[config.mk]
export PLATFORM = sky130hd
export DESIGN_NAME = core_timer_irq
export DESIGN_NICKNAME = d
export VERILOG_FILES = /design/src/rtl/ctirq_pkg.sv /design/src/rtl/ctirq_prescale.sv /design/src/rtl/ctirq_axil_slv.sv /design/src/rtl/ctirq_regs.sv /design/src/rtl/core_timer_irq.sv
export SDC_FILE = /design/constraint.sdc
export NUM_CORES = 1
export LEC_CHECK = 0
export BUFFER_PORTS_ARGS = -buffer_cell sky130_fd_sc_hd__buf_4
export CAP_MARGIN = 10
export CORE_ASPECT_RATIO = 0.9
export CORE_UTILIZATION = 57
export CTS_CLUSTER_SIZE = 30
export DETAILED_ROUTE_END_ITERATION = 8
export HOLD_SLACK_MARGIN = 0.15
export PLACE_DENSITY = 0.81
export SLEW_MARGIN = 20
export SYNTH_ARGS = -nofsm -noshare
export SYNTH_HDL_FRONTEND = slang
export SYNTH_SLANG_ARGS = --single-unit
[constraint.sdc]
create_clock -name clk -period 12.3 [get_ports clk]
set_input_delay 2.46 -clock clk [delete_from_list [all_inputs] [get_ports clk]]
set_output_delay 2.46 -clock clk [all_outputs]
set_load 0.01 [all_outputs]
[src/rtl/ctirq_pkg.sv]
package ctirq_pkg;

  localparam int CT_ADDR_W = 16;
  localparam int CT_DATA_W = 64;
  localparam int CT_STRB_W = CT_DATA_W / 8;

  localparam logic [CT_ADDR_W-1:0] SWI_OFS  = 16'h0000;
  localparam logic [CT_ADDR_W-1:0] CMP_OFS  = 16'h4000;
  localparam logic [CT_ADDR_W-1:0] TIME_OFS = 16'hBFF8;

  localparam logic [1:0] RESP_OKAY   = 2'b00;
  localparam logic [1:0] RESP_SLVERR = 2'b10;

  typedef enum logic [1:0] {
    SEL_NONE = 2'd0,
    SEL_SWI  = 2'd1,
    SEL_CMP  = 2'd2,
    SEL_TIME = 2'd3
  } sel_e;

  // word select from the upper address bits; byte offset bits are ignored
  function automatic sel_e decode_addr(input logic [CT_ADDR_W-1:0] a);
    sel_e s;
    if (a[CT_ADDR_W-1:3] == SWI_OFS[CT_ADDR_W-1:3])       s = SEL_SWI;
    else if (a[CT_ADDR_W-1:3] == CMP_OFS[CT_ADDR_W-1:3])  s = SEL_CMP;
    else if (a[CT_ADDR_W-1:3] == TIME_OFS[CT_ADDR_W-1:3]) s = SEL_TIME;
    else                                                  s = SEL_NONE;
    return s;
  endfunction

  function automatic logic [CT_DATA_W-1:0] merge_bytes(
    input logic [CT_DATA_W-1:0] old_v,
    input logic [CT_DATA_W-1:0] new_v,
    input logic [CT_STRB_W-1:0] strb
  );
    logic [CT_DATA_W-1:0] r;
    r = old_v;
    for (int i = 0; i < CT_STRB_W; i++) begin
      if (strb[i]) r[8*i +: 8] = new_v[8*i +: 8];
    end
    return r;
  endfunction

endpackage

[src/rtl/ctirq_prescale.sv]
module ctirq_prescale #(
  parameter int TICK_COUNT = 256
) (
  input  logic clk,
  input  logic rst_n,
  input  logic clr_i,
  output logic tick_o
);
  localparam int CNT_W = (TICK_COUNT > 2) ? $clog2(TICK_COUNT) : 1;
  localparam logic [CNT_W-1:0] LAST = CNT_W'(TICK_COUNT - 1);

  logic [CNT_W-1:0] cnt_q, cnt_d;

  assign tick_o = (cnt_q == LAST);

  always_comb begin
    cnt_d = cnt_q + 1'b1;
    if (tick_o) cnt_d = '0;
    if (clr_i)  cnt_d = '0;
  end

  always_ff @(posedge clk or negedge rst_n) begin
    if (!rst_n) cnt_q <= '0;
    else        cnt_q <= cnt_d;
  end

  // a tick is a single-cycle pulse
  p_tick_pulse_r2: assert property (@(posedge clk) disable iff (!rst_n)
    tick_o |=> !tick_o);

  // a restart leaves a full period before the next tick
  p_restart_r7: assert property (@(posedge clk) disable iff (!rst_n)
    clr_i |=> !tick_o);

endmodule

[src/rtl/ctirq_axil_slv.sv]
module ctirq_axil_slv
  import ctirq_pkg::*;
(
  input  logic                 clk,
  input  logic                 rst_n,
  input  logic                 s_awvalid,
  output logic                 s_awready,
  input  logic [CT_ADDR_W-1:0] s_awaddr,
  input  logic                 s_wvalid,
  output logic                 s_wready,
  input  logic [CT_DATA_W-1:0] s_wdata,
  input  logic [CT_STRB_W-1:0] s_wstrb,
  output logic                 s_bvalid,
  input  logic                 s_bready,
  output logic [1:0]           s_bresp,
  input  logic                 s_arvalid,
  output logic                 s_arready,
  input  logic [CT_ADDR_W-1:0] s_araddr,
  output logic                 s_rvalid,
  input  logic                 s_rready,
  output logic [CT_DATA_W-1:0] s_rdata,
  output logic [1:0]           s_rresp,
  output logic                 wr_en_o,
  output logic [CT_ADDR_W-1:0] wr_addr_o,
  output logic [CT_DATA_W-1:0] wr_data_o,
  output logic [CT_STRB_W-1:0] wr_strb_o,
  input  logic                 wr_err_i,
  output logic [CT_ADDR_W-1:0] rd_addr_o,
  input  logic [CT_DATA_W-1:0] rd_data_i,
  input  logic                 rd_err_i
);
  logic                 aw_full_q, aw_full_d;
  logic [CT_ADDR_W-1:0] aw_addr_q;
  logic                 w_full_q, w_full_d;
  logic [CT_DATA_W-1:0] w_data_q;
  logic [CT_STRB_W-1:0] w_strb_q;
  logic                 bvalid_q, bvalid_d;
  logic [1:0]           bresp_q;
  logic                 rvalid_q, rvalid_d;
  logic [CT_DATA_W-1:0] rdata_q;
  logic [1:0]           rresp_q;
  logic                 aw_take, w_take, wr_fire, rd_fire;

  assign s_awready = !aw_full_q;
  assign s_wready  = !w_full_q;
  assign s_arready = !rvalid_q;
  assign aw_take   = s_awvalid && s_awready;
  assign w_take    = s_wvalid && s_wready;
  assign wr_fire   = aw_full_q && w_full_q && !bvalid_q;
  assign rd_fire   = s_arvalid && s_arready;

  assign wr_en_o   = wr_fire;
  assign wr_addr_o = aw_addr_q;
  assign wr_data_o = w_data_q;
  assign wr_strb_o = w_strb_q;
  assign rd_addr_o = s_araddr;

  assign s_bvalid = bvalid_q;
  assign s_bresp  = bresp_q;
  assign s_rvalid = rvalid_q;
  assign s_rdata  = rdata_q;
  assign s_rresp  = rresp_q;

  always_comb begin
    aw_full_d = aw_full_q;
    if (aw_take) aw_full_d = 1'b1;
    if (wr_fire) aw_full_d = 1'b0;
    w_full_d = w_full_q;
    if (w_take)  w_full_d = 1'b1;
    if (wr_fire) w_full_d = 1'b0;
    bvalid_d = bvalid_q;
    if (bvalid_q && s_bready) bvalid_d = 1'b0;
    if (wr_fire)              bvalid_d = 1'b1;
    rvalid_d = rvalid_q;
    if (rvalid_q && s_rready) rvalid_d = 1'b0;
    if (rd_fire)              rvalid_d = 1'b1;
  end

  always_ff @(posedge clk or negedge rst_n) begin
    if (!rst_n) begin
      aw_full_q <= 1'b0;
      w_full_q  <= 1'b0;
      bvalid_q  <= 1'b0;
      rvalid_q  <= 1'b0;
    end else begin
      aw_full_q <= aw_full_d;
      w_full_q  <= w_full_d;
      bvalid_q  <= bvalid_d;
      rvalid_q  <= rvalid_d;
    end
  end

  always_ff @(posedge clk or negedge rst_n) begin
    if (!rst_n) aw_addr_q <= '0;
    else if (aw_take) aw_addr_q <= s_awaddr;
  end

  always_ff @(posedge clk or negedge rst_n) begin
    if (!rst_n) begin
      w_data_q <= '0;
      w_strb_q <= '0;
    end else if (w_take) begin
      w_data_q <= s_wdata;
      w_strb_q <= s_wstrb;
    end
  end

  always_ff @(posedge clk or negedge rst_n) begin
    if (!rst_n) bresp_q <= RESP_OKAY;
    else if (wr_fire) bresp_q <= wr_err_i ? RESP_SLVERR : RESP_OKAY;
  end

  always_ff @(posedge clk or negedge rst_n) begin
    if (!rst_n) begin
      rdata_q <= '0;
      rresp_q <= RESP_OKAY;
    end else if (rd_fire) begin
      rdata_q <= rd_err_i ? '0 : rd_data_i;
      rresp_q <= rd_err_i ? RESP_SLVERR : RESP_OKAY;
    end
  end

  // a pending write response is held until taken
  p_bresp_hold_r10: assert property (@(posedge clk) disable iff (!rst_n)
    s_bvalid && !s_bready |=> s_bvalid && $stable(s_bresp));

  // a pending read response is held until taken
  p_rdata_hold_r10: assert property (@(posedge clk) disable iff (!rst_n)
    s_rvalid && !s_rready |=> s_rvalid && $stable(s_rdata));

  // an error read carries no data
  p_err_zero_r9: assert property (@(posedge clk) disable iff (!rst_n)
    s_rvalid && (s_rresp == RESP_SLVERR) |-> s_rdata == '0);

endmodule

[src/rtl/ctirq_regs.sv]
module ctirq_regs
  import ctirq_pkg::*;
(
  input  logic                 clk,
  input  logic                 rst_n,
  input  logic                 wr_en_i,
  input  logic [CT_ADDR_W-1:0] wr_addr_i,
  input  logic [CT_DATA_W-1:0] wr_data_i,
  input  logic [CT_STRB_W-1:0] wr_strb_i,
  output logic                 wr_err_o,
  input  logic [CT_ADDR_W-1:0] rd_addr_i,
  output logic [CT_DATA_W-1:0] rd_data_o,
  output logic                 rd_err_o,
  input  logic                 tick_i,
  output logic                 time_wr_o,
  output logic [CT_DATA_W-1:0] time_o,
  output logic                 tmr_irq_o,
  output logic                 sw_irq_o
);
  logic                 sw_q, sw_d;
  logic [CT_DATA_W-1:0] cmp_q, cmp_d;
  logic [CT_DATA_W-1:0] time_q, time_d;
  logic                 tmr_q, tmr_d;
  sel_e                 wsel, rsel;
  logic                 wr_swi, wr_cmp, wr_time;

  assign wsel    = decode_addr(wr_addr_i);
  assign rsel    = decode_addr(rd_addr_i);
  assign wr_swi  = wr_en_i && (wsel == SEL_SWI);
  assign wr_cmp  = wr_en_i && (wsel == SEL_CMP);
  assign wr_time = wr_en_i && (wsel == SEL_TIME);
  assign wr_err_o = (wsel == SEL_NONE);
  assign rd_err_o = (rsel == SEL_NONE);

  assign time_wr_o = wr_time;
  assign time_o    = time_q;
  assign tmr_irq_o = tmr_q;
  assign sw_irq_o  = sw_q;

  always_comb begin
    sw_d = sw_q;
    if (wr_swi && wr_strb_i[0]) sw_d = wr_data_i[0];
    cmp_d = cmp_q;
    if (wr_cmp) cmp_d = merge_bytes(cmp_q, wr_data_i, wr_strb_i);
    time_d = time_q;
    if (tick_i)  time_d = time_q + 64'd1;
    if (wr_time) time_d = merge_bytes(time_q, wr_data_i, wr_strb_i);
    tmr_d = (time_q >= cmp_q);
    if (wr_cmp) tmr_d = 1'b0;
  end

  always_comb begin
    case (rsel)
      SEL_SWI:  rd_data_o = {{(CT_DATA_W-1){1'b0}}, sw_q};
      SEL_CMP:  rd_data_o = cmp_q;
      SEL_TIME: rd_data_o = time_q;
      default:  rd_data_o = '0;
    endcase
  end

  always_ff @(posedge clk or negedge rst_n) begin
    if (!rst_n) begin
      sw_q   <= 1'b0;
      cmp_q  <= '0;
      time_q <= '0;
      tmr_q  <= 1'b0;
    end else begin
      sw_q   <= sw_d;
      cmp_q  <= cmp_d;
      time_q <= time_d;
      tmr_q  <= tmr_d;
    end
  end

  // a compare write drops the timer line in the next cycle
  p_tmr_clear_r4: assert property (@(posedge clk) disable iff (!rst_n)
    wr_cmp |=> !tmr_irq_o);

  // without a tick or a counter write the count holds
  p_time_hold_r2: assert property (@(posedge clk) disable iff (!rst_n)
    !tick_i && !wr_time |=> $stable(time_o));

  // the flag moves only on a strobed lane-0 write
  p_sw_hold_r5: assert property (@(posedge clk) disable iff (!rst_n)
    !(wr_swi && wr_strb_i[0]) |=> $stable(sw_irq_o));

  // an unmapped write leaves the compare value alone
  p_err_noeff_r9: assert property (@(posedge clk) disable iff (!rst_n)
    wr_en_i && wr_err_o |=> $stable(cmp_q));

endmodule

[src/rtl/core_timer_irq.sv]
module core_timer_irq
  import ctirq_pkg::*;
#(
  parameter int TICK_COUNT = 256
) (
  input  logic                 clk,
  input  logic                 rst_n,
  input  logic                 s_awvalid,
  output logic                 s_awready,
  input  logic [CT_ADDR_W-1:0] s_awaddr,
  input  logic                 s_wvalid,
  output logic                 s_wready,
  input  logic [CT_DATA_W-1:0] s_wdata,
  input  logic [CT_STRB_W-1:0] s_wstrb,
  output logic                 s_bvalid,
  input  logic                 s_bready,
  output logic [1:0]           s_bresp,
  input  logic                 s_arvalid,
  output logic                 s_arready,
  input  logic [CT_ADDR_W-1:0] s_araddr,
  output logic                 s_rvalid,
  input  logic                 s_rready,
  output logic [CT_DATA_W-1:0] s_rdata,
  output logic [1:0]           s_rresp,
  output logic                 sw_irq,
  output logic                 tmr_irq,
  output logic [CT_DATA_W-1:0] time_now
);
  logic [1:0]           rst_pipe_q;
  logic                 rst_int_n;
  logic                 wr_en, wr_err, rd_err, tick, time_wr;
  logic [CT_ADDR_W-1:0] wr_addr, rd_addr;
  logic [CT_DATA_W-1:0] wr_data, rd_data;
  logic [CT_STRB_W-1:0] wr_strb;

  // asynchronous assertion, synchronous release
  always_ff @(posedge clk or negedge rst_n) begin
    if (!rst_n) rst_pipe_q <= 2'b00;
    else        rst_pipe_q <= {rst_pipe_q[0], 1'b1};
  end
  assign rst_int_n = rst_pipe_q[1];

  ctirq_axil_slv u_bus (
    .clk(clk), .rst_n(rst_int_n),
    .s_awvalid(s_awvalid), .s_awready(s_awready), .s_awaddr(s_awaddr),
    .s_wvalid(s_wvalid), .s_wready(s_wready), .s_wdata(s_wdata), .s_wstrb(s_wstrb),
    .s_bvalid(s_bvalid), .s_bready(s_bready), .s_bresp(s_bresp),
    .s_arvalid(s_arvalid), .s_arready(s_arready), .s_araddr(s_araddr),
    .s_rvalid(s_rvalid), .s_rready(s_rready), .s_rdata(s_rdata), .s_rresp(s_rresp),
    .wr_en_o(wr_en), .wr_addr_o(wr_addr), .wr_data_o(wr_data), .wr_strb_o(wr_strb),
    .wr_err_i(wr_err), .rd_addr_o(rd_addr), .rd_data_i(rd_data), .rd_err_i(rd_err)
  );

  ctirq_prescale #(.TICK_COUNT(TICK_COUNT)) u_pre (
    .clk(clk), .rst_n(rst_int_n), .clr_i(time_wr), .tick_o(tick)
  );

  ctirq_regs u_regs (
    .clk(clk), .rst_n(rst_int_n),
    .wr_en_i(wr_en), .wr_addr_i(wr_addr), .wr_data_i(wr_data), .wr_strb_i(wr_strb),
    .wr_err_o(wr_err), .rd_addr_i(rd_addr), .rd_data_o(rd_data), .rd_err_o(rd_err),
    .tick_i(tick), .time_wr_o(time_wr), .time_o(time_now),
    .tmr_irq_o(tmr_irq), .sw_irq_o(sw_irq)
  );

  initial begin
    assert (TICK_COUNT > 1) else $error("TICK_COUNT must exceed 1");
  end

endmodule

# After elaboration in Yosys (flattened, before gate mapping)

Index checks and enable logic that the tools add are counted.

Reductions and logical operators: 40
Divide/modulo/power cells: 0
Shift operators: 0
Multiply operators: 0
Equal/unequal tests: 19
Order comparisons: 1
Bitwise operators: 0
$add $sub $neg: 2
Multiplexer cells: 31

Operators by type and width:

| cell                    | number |
|---|---|
| $mux W64                | 3 |
| $pmux W64 S3            | 1 |
| $mux W8                 | 10 |
| $add A64 B1 Y64 const B | 1 |
| $ge A64 B64 Y1          | 1 |
| $reduce_and A2 Y1       | 16 |
| $eq A13 B12 Y1 const B  | 2 |
| $eq A13 B13 Y1 const B  | 2 |
| $logic_not A13 Y1       | 2 |
| $mux W2                 | 8 |
| $ne A2 B1 Y1 const B    | 8 |
| $logic_and A1 B1 Y1     | 11 |
| $reduce_bool A2 Y1      | 5 |
| $mux W1                 | 9 |
| $add A8 B1 Y8 const B   | 1 |
| $eq A2 B2 Y1 const B    | 4 |
| $eq A8 B8 Y1 const B    | 1 |
| $eq A2 B1 Y1 const B    | 2 |
| $logic_not A1 Y1        | 4 |
| $logic_not A2 Y1        | 2 |

Output and inout bits: 139
Bits in latches: 0
Input bits: 111
Word-level logic and storage cells: 123
RAM bits: 0
Bits in registers: 300
Memories: 0
Memory bits (read-only): 0

# Logic depth before layout (Yosys ltp)

Gate-level depths: netlist of run 1.

Word-level depth: 8
Gate-level depth with buffers: 8
Depth with buffers taken out: 8

# Hierarchy

Synthesis of run 1 repeated with hierarchy kept, for this count alone.

Cell total of the unflattened synthesis: 1414
Area total of the unflattened synthesis: 16293.1 µm²

By module, submodules not included:

| module         | area each (µm²) | times used | cells an instance | sequential area each (µm²) |
|---|---|---|---|---|
| ctirq_regs     | 8804.7          | 1          | 941               | 3253.1 |
| ctirq_axil_slv | 7031.7          | 1          | 432               | 3953.8 |
| ctirq_prescale | 402.9           | 1          | 38                | 200.2 |
| core_timer_irq | 53.8            | 1          | 3                 | 50.0 |

# Least setup slack after synthesis of run 1

Ideal clock, no wire load.

Path type: input-to-reg
Start point: input port s_araddr[14]
End point: register u_bus.rdata_q[25] (netlist: u_bus.s_rdata[25])
Path buffers: 2
Data required time: 12217 ps
Cell stages on the path: 7
Setup time: 83 ps
Setup slack: 8487 ps
Arrival time: 3731 ps
Cell sequence: inv_1 -> nand4_1 -> nor4_1 -> clkbuf_1 -> buf_1 -> a22oi_1 -> o21ai_0

Cells in the longest elaborated chain, start to end: 7
Elaborated cells on any way between the ends: 12
Those cells by class: eq/ne: 5; mux: 5; reduce/logical: 2

Ends and longest elaborated chain:

| what                                         | RTL line              | text |
|---|---|---|
| start: declaration                           | core_timer_irq.sv:20  | `input logic [CT_ADDR_W-1:0] s_araddr,` |
| $eq A13 B13 Y1                               | ctirq_pkg.sv:26       | `else if (a[CT_ADDR_W-1:3] == TIME_OFS[CT_ADDR_W-1:3]) s = SEL_TIME;` |
| $mux W2                                      | ctirq_pkg.sv:26       |  |
| $mux W2                                      | ctirq_pkg.sv:25       | `else if (a[CT_ADDR_W-1:3] == CMP_OFS[CT_ADDR_W-1:3]) s = SEL_CMP;` |
| $mux W2 (*)                                  | ctirq_pkg.sv:24       | `if (a[CT_ADDR_W-1:3] == SWI_OFS[CT_ADDR_W-1:3]) s = SEL_SWI;` |
| $eq A2 B2 Y1 or $eq A2 B1 Y1 (tied branches) | ctirq_regs.sv:53      | `case (rsel)` |
| $pmux W64 S3                                 | ctirq_regs.sv:53      |  |
| $mux W64 (*)                                 | ctirq_axil_slv.sv:118 | `rdata_q <= rd_err_i ? '0 : rd_data_i;` |
| end signal: assignment                       | ctirq_axil_slv.sv:118 |  |
| end: declaration                             | ctirq_axil_slv.sv:40  | `logic [CT_DATA_W-1:0] rdata_q;` |

Every way passes the cells marked *; elsewhere a longest branch is shown, timed or not.
A chain may end at the register's enable or synchronous reset.

# Final worst setup path of run 1

Start point: input port s_araddr[15]
End point: register u_bus.rdata_q[61] (netlist: u_bus.s_rdata[61])

Same word-level chain as after synthesis.

==> results of run 1 <==
[kinds of logic after synthesis]
family,Yosys count,synth area share
compound gates,368,0.155
simple gates,398,0.134
fa+ha+maj,66,0.0554
buf+inv,156,0.0404
mux,154,0.116
flops,295,0.495
other cells,2,0.000504
xor+xnor,6,0.00352
[state kept, by name (all words and copies together), names as in the netlist, 2 cells and up]
signal	cells
u_bus.wr_strb_o	8
u_pre.cnt_q	8
u_regs.time_o	64
u_bus.s_rdata	64
u_bus.wr_addr_o	13
u_regs.cmp_q	64
u_bus.wr_data_o	64
rst_pipe_q	2
[area by class of cell]
cell class | instances | area [sq um]
Fill cell | 1851 | 7400
Sequential cell | 295 | 7390
Multi-Input combinational cell | 995 | 6980
Timing Repair Buffer | 253 | 1910
Clock buffer | 42 | 857
Tap cell | 342 | 428
Inverter | 87 | 327
Clock inverter | 15 | 109
[worst paths after layout]
check	slack, ns	cells after the start	to	start
min in group asynchronous	0.48	0	u_bus.wr_data_o[30]	rst_pipe_q[1]
min	0.35	0	rst_pipe_q[1]	rst_pipe_q[0]
max in group asynchronous	9.66	2	u_bus.s_rdata[46]	rst_pipe_q[1]
min reg2reg	0.35	0	rst_pipe_q[1]	rst_pipe_q[0]
max reg2reg	8.98	7	u_regs.time_o[17]	u_bus.wr_addr_o[5]
max	8.02	7	u_bus.s_rdata[61]	s_araddr[15]
[routing by layer]
layer	global-route usage	up-vias
met4	0.0716	0
met5	0	-
met3	0.0384	72
met1	0.409	6176
li1	-	5703
met2	0.505	545
[stage by stage]
step	cells	cell area, sq um	hold WS (ns)	setup WS [ns]	utilization
6_report	2029	18000	0.354	8.02	0.709
5_1_grt	2029	18000	0.367	7.80	0.709
4_1_cts	2029	18000	0.356	8.04	0.708
3_5_place_dp	1972	17000	0.341	7.48	0.670
3_3_place_gp	1972	17000	0.338	7.59	0.670
2_1_floorplan	1446	14900	0.331	3.47	-
[worst reg2reg max path, cell delays in order, from the launching register on]
cell     delay (ns)
dfrtp_1        0.38
nand4_1        0.15
or4_1          0.68
nor2_4         0.66
buf_4          0.50
a21o_1         0.44
o21ai_0        0.16
a22o_1         0.25
[cell usage after synthesis (5+ instances only)]
library cell | number | share of area
dfrtp_1 | 295 | 0.50
mux2_2 | 150 | 0.11
nand2_1 | 149 | 0.038
o21ai_0 | 100 | 0.034
inv_1 | 87 | 0.022
a21oi_1 | 79 | 0.027
a22oi_1 | 70 | 0.035
ha_1 | 66 | 0.055
nor2_1 | 62 | 0.016
clkbuf_1 | 54 | 0.014
nand3_1 | 54 | 0.018
nand4_1 | 28 | 0.012
nor3_1 | 19 | 0.0064
and3_1 | 17 | 0.0071
o21ai_1 | 16 | 0.0054
a31oi_1 | 11 | 0.0046
and4_1 | 11 | 0.0065
nor4_1 | 11 | 0.0046
o211ai_1 | 11 | 0.0055
o22ai_1 | 11 | 0.0046
and2_1 | 10 | 0.0042
o22a_1 | 9 | 0.0053
a21o_1 | 8 | 0.0040
buf_2 | 8 | 0.0027
a211oi_1 | 7 | 0.0035
a221oi_1 | 6 | 0.0035
nand2b_1 | 6 | 0.0025
a31o_2 | 5 | 0.0029
buf_1 | 5 | 0.0013
o311ai_1 | 5 | 0.0029
or3_1 | 5 | 0.0021
or4_1 | 5 | 0.0025
[power breakdown]
| part | total [mW] | switching [mW] | internal, mW |
|---|---|---|---|
| Combinational | 0.386 | 0.168 | 0.218 |
| Sequential | 1.33 | 0.195 | 1.14 |
| Clock | 0.900 | 0.392 | 0.508 |
==> impl_metrics.env, run 1 <==
export IMPL_crit_required_ns=12.75
export IMPL_critPathMostFrequentCell="buf_4"
export IMPL_numPortBuffers=241
export IMPL_maxCapViolCount=0
export IMPL_status="completed"
export IMPL_die_x_um=172
export IMPL_grt_pass1_wl_um=63800
export IMPL_cp_top_family="simple AND/OR/NAND/NOR gates"
export IMPL_vias=12500
export IMPL_top_layer_used="met4"
export IMPL_cp_arrival_ns=4.73
export IMPL_ys_types=70
export IMPL_route_detailed_drc=0
export IMPL_finalPower_mw=2.62
export IMPL_cts_hold_buf=0
export IMPL_ant_nets=0
export IMPL_die_h_um=155
export IMPL_dr_wl_met3_um=2630
export IMPL_end_kind="flip-flop"
export IMPL_ys_ff_latch=295
export IMPL_hold_violations=0
export IMPL_synth_top_flop_cell="dfrtp_1"
export IMPL_min_period_over_period=0.348
export IMPL_max_clock_freq_mhz=234
export IMPL_io_pin_count=250
export IMPL_layout_commonest_cell="dfrtp_1"
export IMPL_cp_max_fo=32
export IMPL_slew_viol_final=0
export IMPL_worst_pin_slew_ns=1.09
export IMPL_final_layout_size_suffix_gt1_frac=0.285
export IMPL_first_global_vias=12200
export IMPL_rsz0062_at_grt="no"
export IMPL_irDropWorstVdd_v=0.000113
export IMPL_clkSinkCount=295
export IMPL_gp_congestion=0.882
export IMPL_yosys_warnings=0
export IMPL_synth_edf_count=0
export IMPL_setup_viol=0
export IMPL_powerDensity_mw_per_mm2=145
export IMPL_period_needed_ns=4.28
export IMPL_grt_max_degree=153
export IMPL_post_cts_buffers=0
export IMPL_viasPerCell=6.16
export IMPL_setup_tns_ns=0
export IMPL_p_leak_nw=8.06
export IMPL_slowest_delay_ns=0.74
export IMPL_gr_total_overflow=0
export IMPL_initial_core_util=0.587
export IMPL_path_buf_inv=2
export IMPL_drtIter0Drc=1213
export IMPL_layout_common_cells="dfrtp_1 (294), buf_4 (252), mux2_2 (150)"
export IMPL_routed_wl_um=39600
export IMPL_numCtsBuffers=31
export IMPL_syn_area_per_cell_sq_um=10.3
export IMPL_htree_levels=1
export IMPL_async_flop_share=1.00
export IMPL_worstPathCellList="buf_4 > nor4_1 > nand3_1 > nor2_4 > buf_4 > a22oi_1 > o21ai_0"
export IMPL_rows=55
export IMPL_cp_slowest_cell="nor2_4"
export IMPL_cts_root_buf="clkbuf_16"
export IMPL_avgRoutedWirePerCell_um=19.5
export IMPL_path_class="input port to flip-flop"
export IMPL_core_sq_mm=0.0254
export IMPL_hpwl_um=27000
export IMPL_antenna_found_initial=0
export IMPL_cts_tree="built"
export IMPL_die_area_sq_mm=0.0268
export IMPL_path_clk_slew_ns=0.06
export IMPL_insertedDiodeCount=0
export IMPL_skew_ns=0.0175
export IMPL_clk_latency_ns=0.56
export IMPL_hold_class="flip-flop to flip-flop"
export IMPL_ys_seq_area_frac=0.495
export IMPL_wl_met1_um=16700
export IMPL_start_kind="input port"
export IMPL_synthToLayoutAreaGrowth_pct=20.7
export IMPL_nNetsFinal=1840
export IMPL_cts_buffer_depth=3
export IMPL_grt_usage=0.299
export IMPL_synth_cells=1445
export IMPL_cts_resized=0
export IMPL_syn_cell_area_sq_mm=0.0149
export IMPL_firstDrtPassIters=6
export IMPL_relSlewSlack=0.272
export IMPL_routed_wl_met2_um=19400
Note: power is estimated with default switching activity, not from simulation.
==> run 2: changes to the inputs <==
- ABC_AREA: not set -> 1
- PLACE_DENSITY: 0.81 -> 0.8
- clock period: 12.3 -> 4.13 ns (I/O delays scaled with it)
==> impl_metrics.env, run 2 <==
export IMPL_status="completed"
export IMPL_start_kind="flip-flop"
export IMPL_grt_max_degree=180
export IMPL_layout_commonest_cell="nand2_1"
export IMPL_grt_pass1_wl_um=80800
export IMPL_crit_path_start="u_bus.s_bvalid"
export IMPL_cts_buffer_depth=3
export IMPL_timing_rr_end="u_regs.time_o[25]"
export IMPL_cts_tree="built"
export IMPL_htree_levels=1
export IMPL_max_clock_freq_mhz=405
export IMPL_grt_usage=0.344
export IMPL_nNetsFinal=2620
export IMPL_viasPerCell=5.56
export IMPL_synth_top_flop_cell="dfrtp_1"
export IMPL_die_h_um=165
export IMPL_avgRoutedWirePerCell_um=18.1
export IMPL_p_int_mw=6.73
export IMPL_seqPwrFrac=0.358
export IMPL_end_kind="flip-flop"
export IMPL_final_layout_size_suffix_gt1_frac=0.176
export IMPL_min_period_over_period=0.598
export IMPL_ys_seq_area_frac=0.438
export IMPL_swShare=0.411
export IMPL_clk_latency_ns=0.59
export IMPL_synth_edf_count=0
export IMPL_synthToLayoutAreaGrowth_pct=19.2
export IMPL_path_clk_slew_ns=0.06
export IMPL_synth_top_cells_by_count="nand2_1 (668), dfrtp_1 (295), inv_1 (274), nor2_1 (243)"
export IMPL_io_pin_count=250
export IMPL_skew_ns=0.0152
export IMPL_gr_total_overflow=0
export IMPL_initial_core_util=0.582
export IMPL_powerDensity_mw_per_mm2=569
export IMPL_core_sq_mm=0.0289
export IMPL_numPortBuffers=241
export IMPL_switchingPower_mw=4.69
export IMPL_hold_violations=0
export IMPL_layout_common_cells="nand2_1 (666), dfrtp_1 (294), inv_1 (274)"
export IMPL_antenna_found_initial=1
export IMPL_hold_slack_ns=0.357
export IMPL_numCtsBuffers=31
export IMPL_synth_top_area_cell="dfrtp_1"
export IMPL_die_x_um=183
export IMPL_gp_congestion=0.934
export IMPL_hold_path_depth=0
export IMPL_synth_most_common_cell="nand2_1"
export IMPL_syn_area_per_cell_sq_um=7.57
export IMPL_relSlewSlack=0.283
export IMPL_setup_viol=0
export IMPL_vias=15900
export IMPL_setup_tns_ns=0
export IMPL_path_class="flip-flop to flip-flop"
export IMPL_r2r_start="u_bus.s_bvalid"
export IMPL_slew_viol_final=0
export IMPL_ys_ff_latch=295
export IMPL_ant_nets=0
export IMPL_async_flop_share=1.00
export IMPL_final_area_sq_mm=0.0201
export IMPL_finalPower_mw=11.4
export IMPL_die_area_sq_mm=0.0302
export IMPL_yosys_warnings=0
export IMPL_syn_cell_area_sq_mm=0.0168
export IMPL_post_cts_buffers=0
export IMPL_irDropWorstVdd_v=0.000712
export IMPL_first_global_vias=15200
export IMPL_pwr_share_comb=0.371
export IMPL_drtIter0Drc=1436
export IMPL_clock_power_share=0.271
export IMPL_worst_pin_slew_ns=1.08
export IMPL_n_fill_cell=2477
export IMPL_clkSinkCount=295
export IMPL_rows=59
export IMPL_yosys_top_cells_area="dfrtp_1 (44%), nand2_1 (15%), inv_1 (6.1%)"
export IMPL_route_detailed_drc=0
export IMPL_cp_max_fo=44
export IMPL_maxCapViolCount=0
export IMPL_firstDrtPassIters=6
export IMPL_synth_top_cell_area_share=0.438
export IMPL_endpoint="u_regs.time_o[25]"
export IMPL_period_needed_ns=2.47
export IMPL_ys_types=49
export IMPL_r2r_cells=9
export IMPL_rsz0062_at_grt="no"
export IMPL_cp_arrival_ns=2.93
export IMPL_routed_wl_um=51700
export IMPL_synth_cells=2223
export IMPL_hpwl_um=38200
export IMPL_hold_class="flip-flop to flip-flop"
export IMPL_insertedDiodeCount=0
export IMPL_seq_area_sq_mm=0.00739
export IMPL_rrSetupSlack_ns=1.66
export IMPL_multi_input_comb_area_sq_mm=0.00804
export IMPL_cts_root_buf="clkbuf_16"
export IMPL_post_dp_cell_area_sq_mm=0.0189
export IMPL_crit_required_ns=4.59
export IMPL_p_leak_nw=10.2
-- run 2: changes by cell type after synthesis, moves of 15 or more --
cell	delta
o21ai_0	-35
nand2_1	+519
a22oi_1	-70
nor2_1	+181
o22ai_1	+43
and3_1	-15
nand3_1	+69
mux2_2	-138
o21ai_2	+65
inv_1	+187
a21oi_1	+44
-- run 2: layer usage --
metal  part of all wire  GRT usage  up-vias
met5                  0          0        -
met4              0.031      0.113        0
met3              0.086     0.0615      106
met2               0.45      0.536      658
met1               0.43      0.487     7574
li1                   -          -     7583
-- run 2: critical path, stage by stage (launching register included) --
cell and delay [ns]:
dfrtp_1 0.35, inv_1 0.07, nand3_2 0.11, clkinv_1 0.29, nand2_4 0.55, nand2_8 0.29, o21ai_2 0.29, inv_1 0.21
nand2_1 0.11, nand2_1 0.05
-- run 2: power groups by stage --
stage               logic (mW)  registers [mW]  clock network (mW)
floorplan                 2.99            4.02                   0
finish                    4.24            4.09                3.09
CTS                       4.21            4.07                3.11
global route              4.73            4.14                3.22
global placement          4.00            4.09                   0
detailed placement        4.17            4.11                   0
-- run 2: per-stage QoR --
step | cells | setup WS, ns | util
finish | 2862 | 1.66 | 0.694
global route | 2862 | 1.48 | 0.694
CTS | 2862 | 1.67 | 0.694
detailed placement | 2805 | 1.69 | 0.654
global placement | 2805 | 1.70 | 0.654
floorplan | 2224 | 1.19 | -
-- run 2: cells by family after synthesis --
kind of cell	share of synthesized area
XOR/XNOR	0.00780
multiplexers	0.00803
AND/OR/NAND/NOR	0.284
AO/OA/AOI/OAI	0.127
other	0.000446
adder cells (fa/ha/maj)	0.0491
flip-flops	0.438
buffers and inverters	0.0858
-- run 2: what timing repair did --
action | in CTS | in global routing
hold endpoints to repair | 2 | 0
hold buffers | 1 | 0
gates resized for setup | 0 | 0
-- run 2: worst min-delay path by stage --
stage / from / slack (ns) / to
floorplan: rst_pipe_q[0] / 0.33 / rst_pipe_q[1]
global placement: rst_pipe_q[0] / 0.34 / rst_pipe_q[1]
detailed placement: rst_pipe_q[0] / 0.34 / rst_pipe_q[1]
CTS: rst_pipe_q[0] / 0.36 / rst_pipe_q[1]
finish: rst_pipe_q[0] / 0.36 / rst_pipe_q[1]
global route: rst_pipe_q[0] / 0.37 / rst_pipe_q[1]
-- run 2: area by class of cell --
cell class | instances | area share
Clock inverter | 15 | 0.0135
Tap cell | 396 | 0.0247
Sequential cell | 295 | 0.368
Timing Repair Buffer | 257 | 0.0981
Clock buffer | 41 | 0.0430
Inverter | 280 | 0.0524
Multi-Input combinational cell | 1578 | 0.400
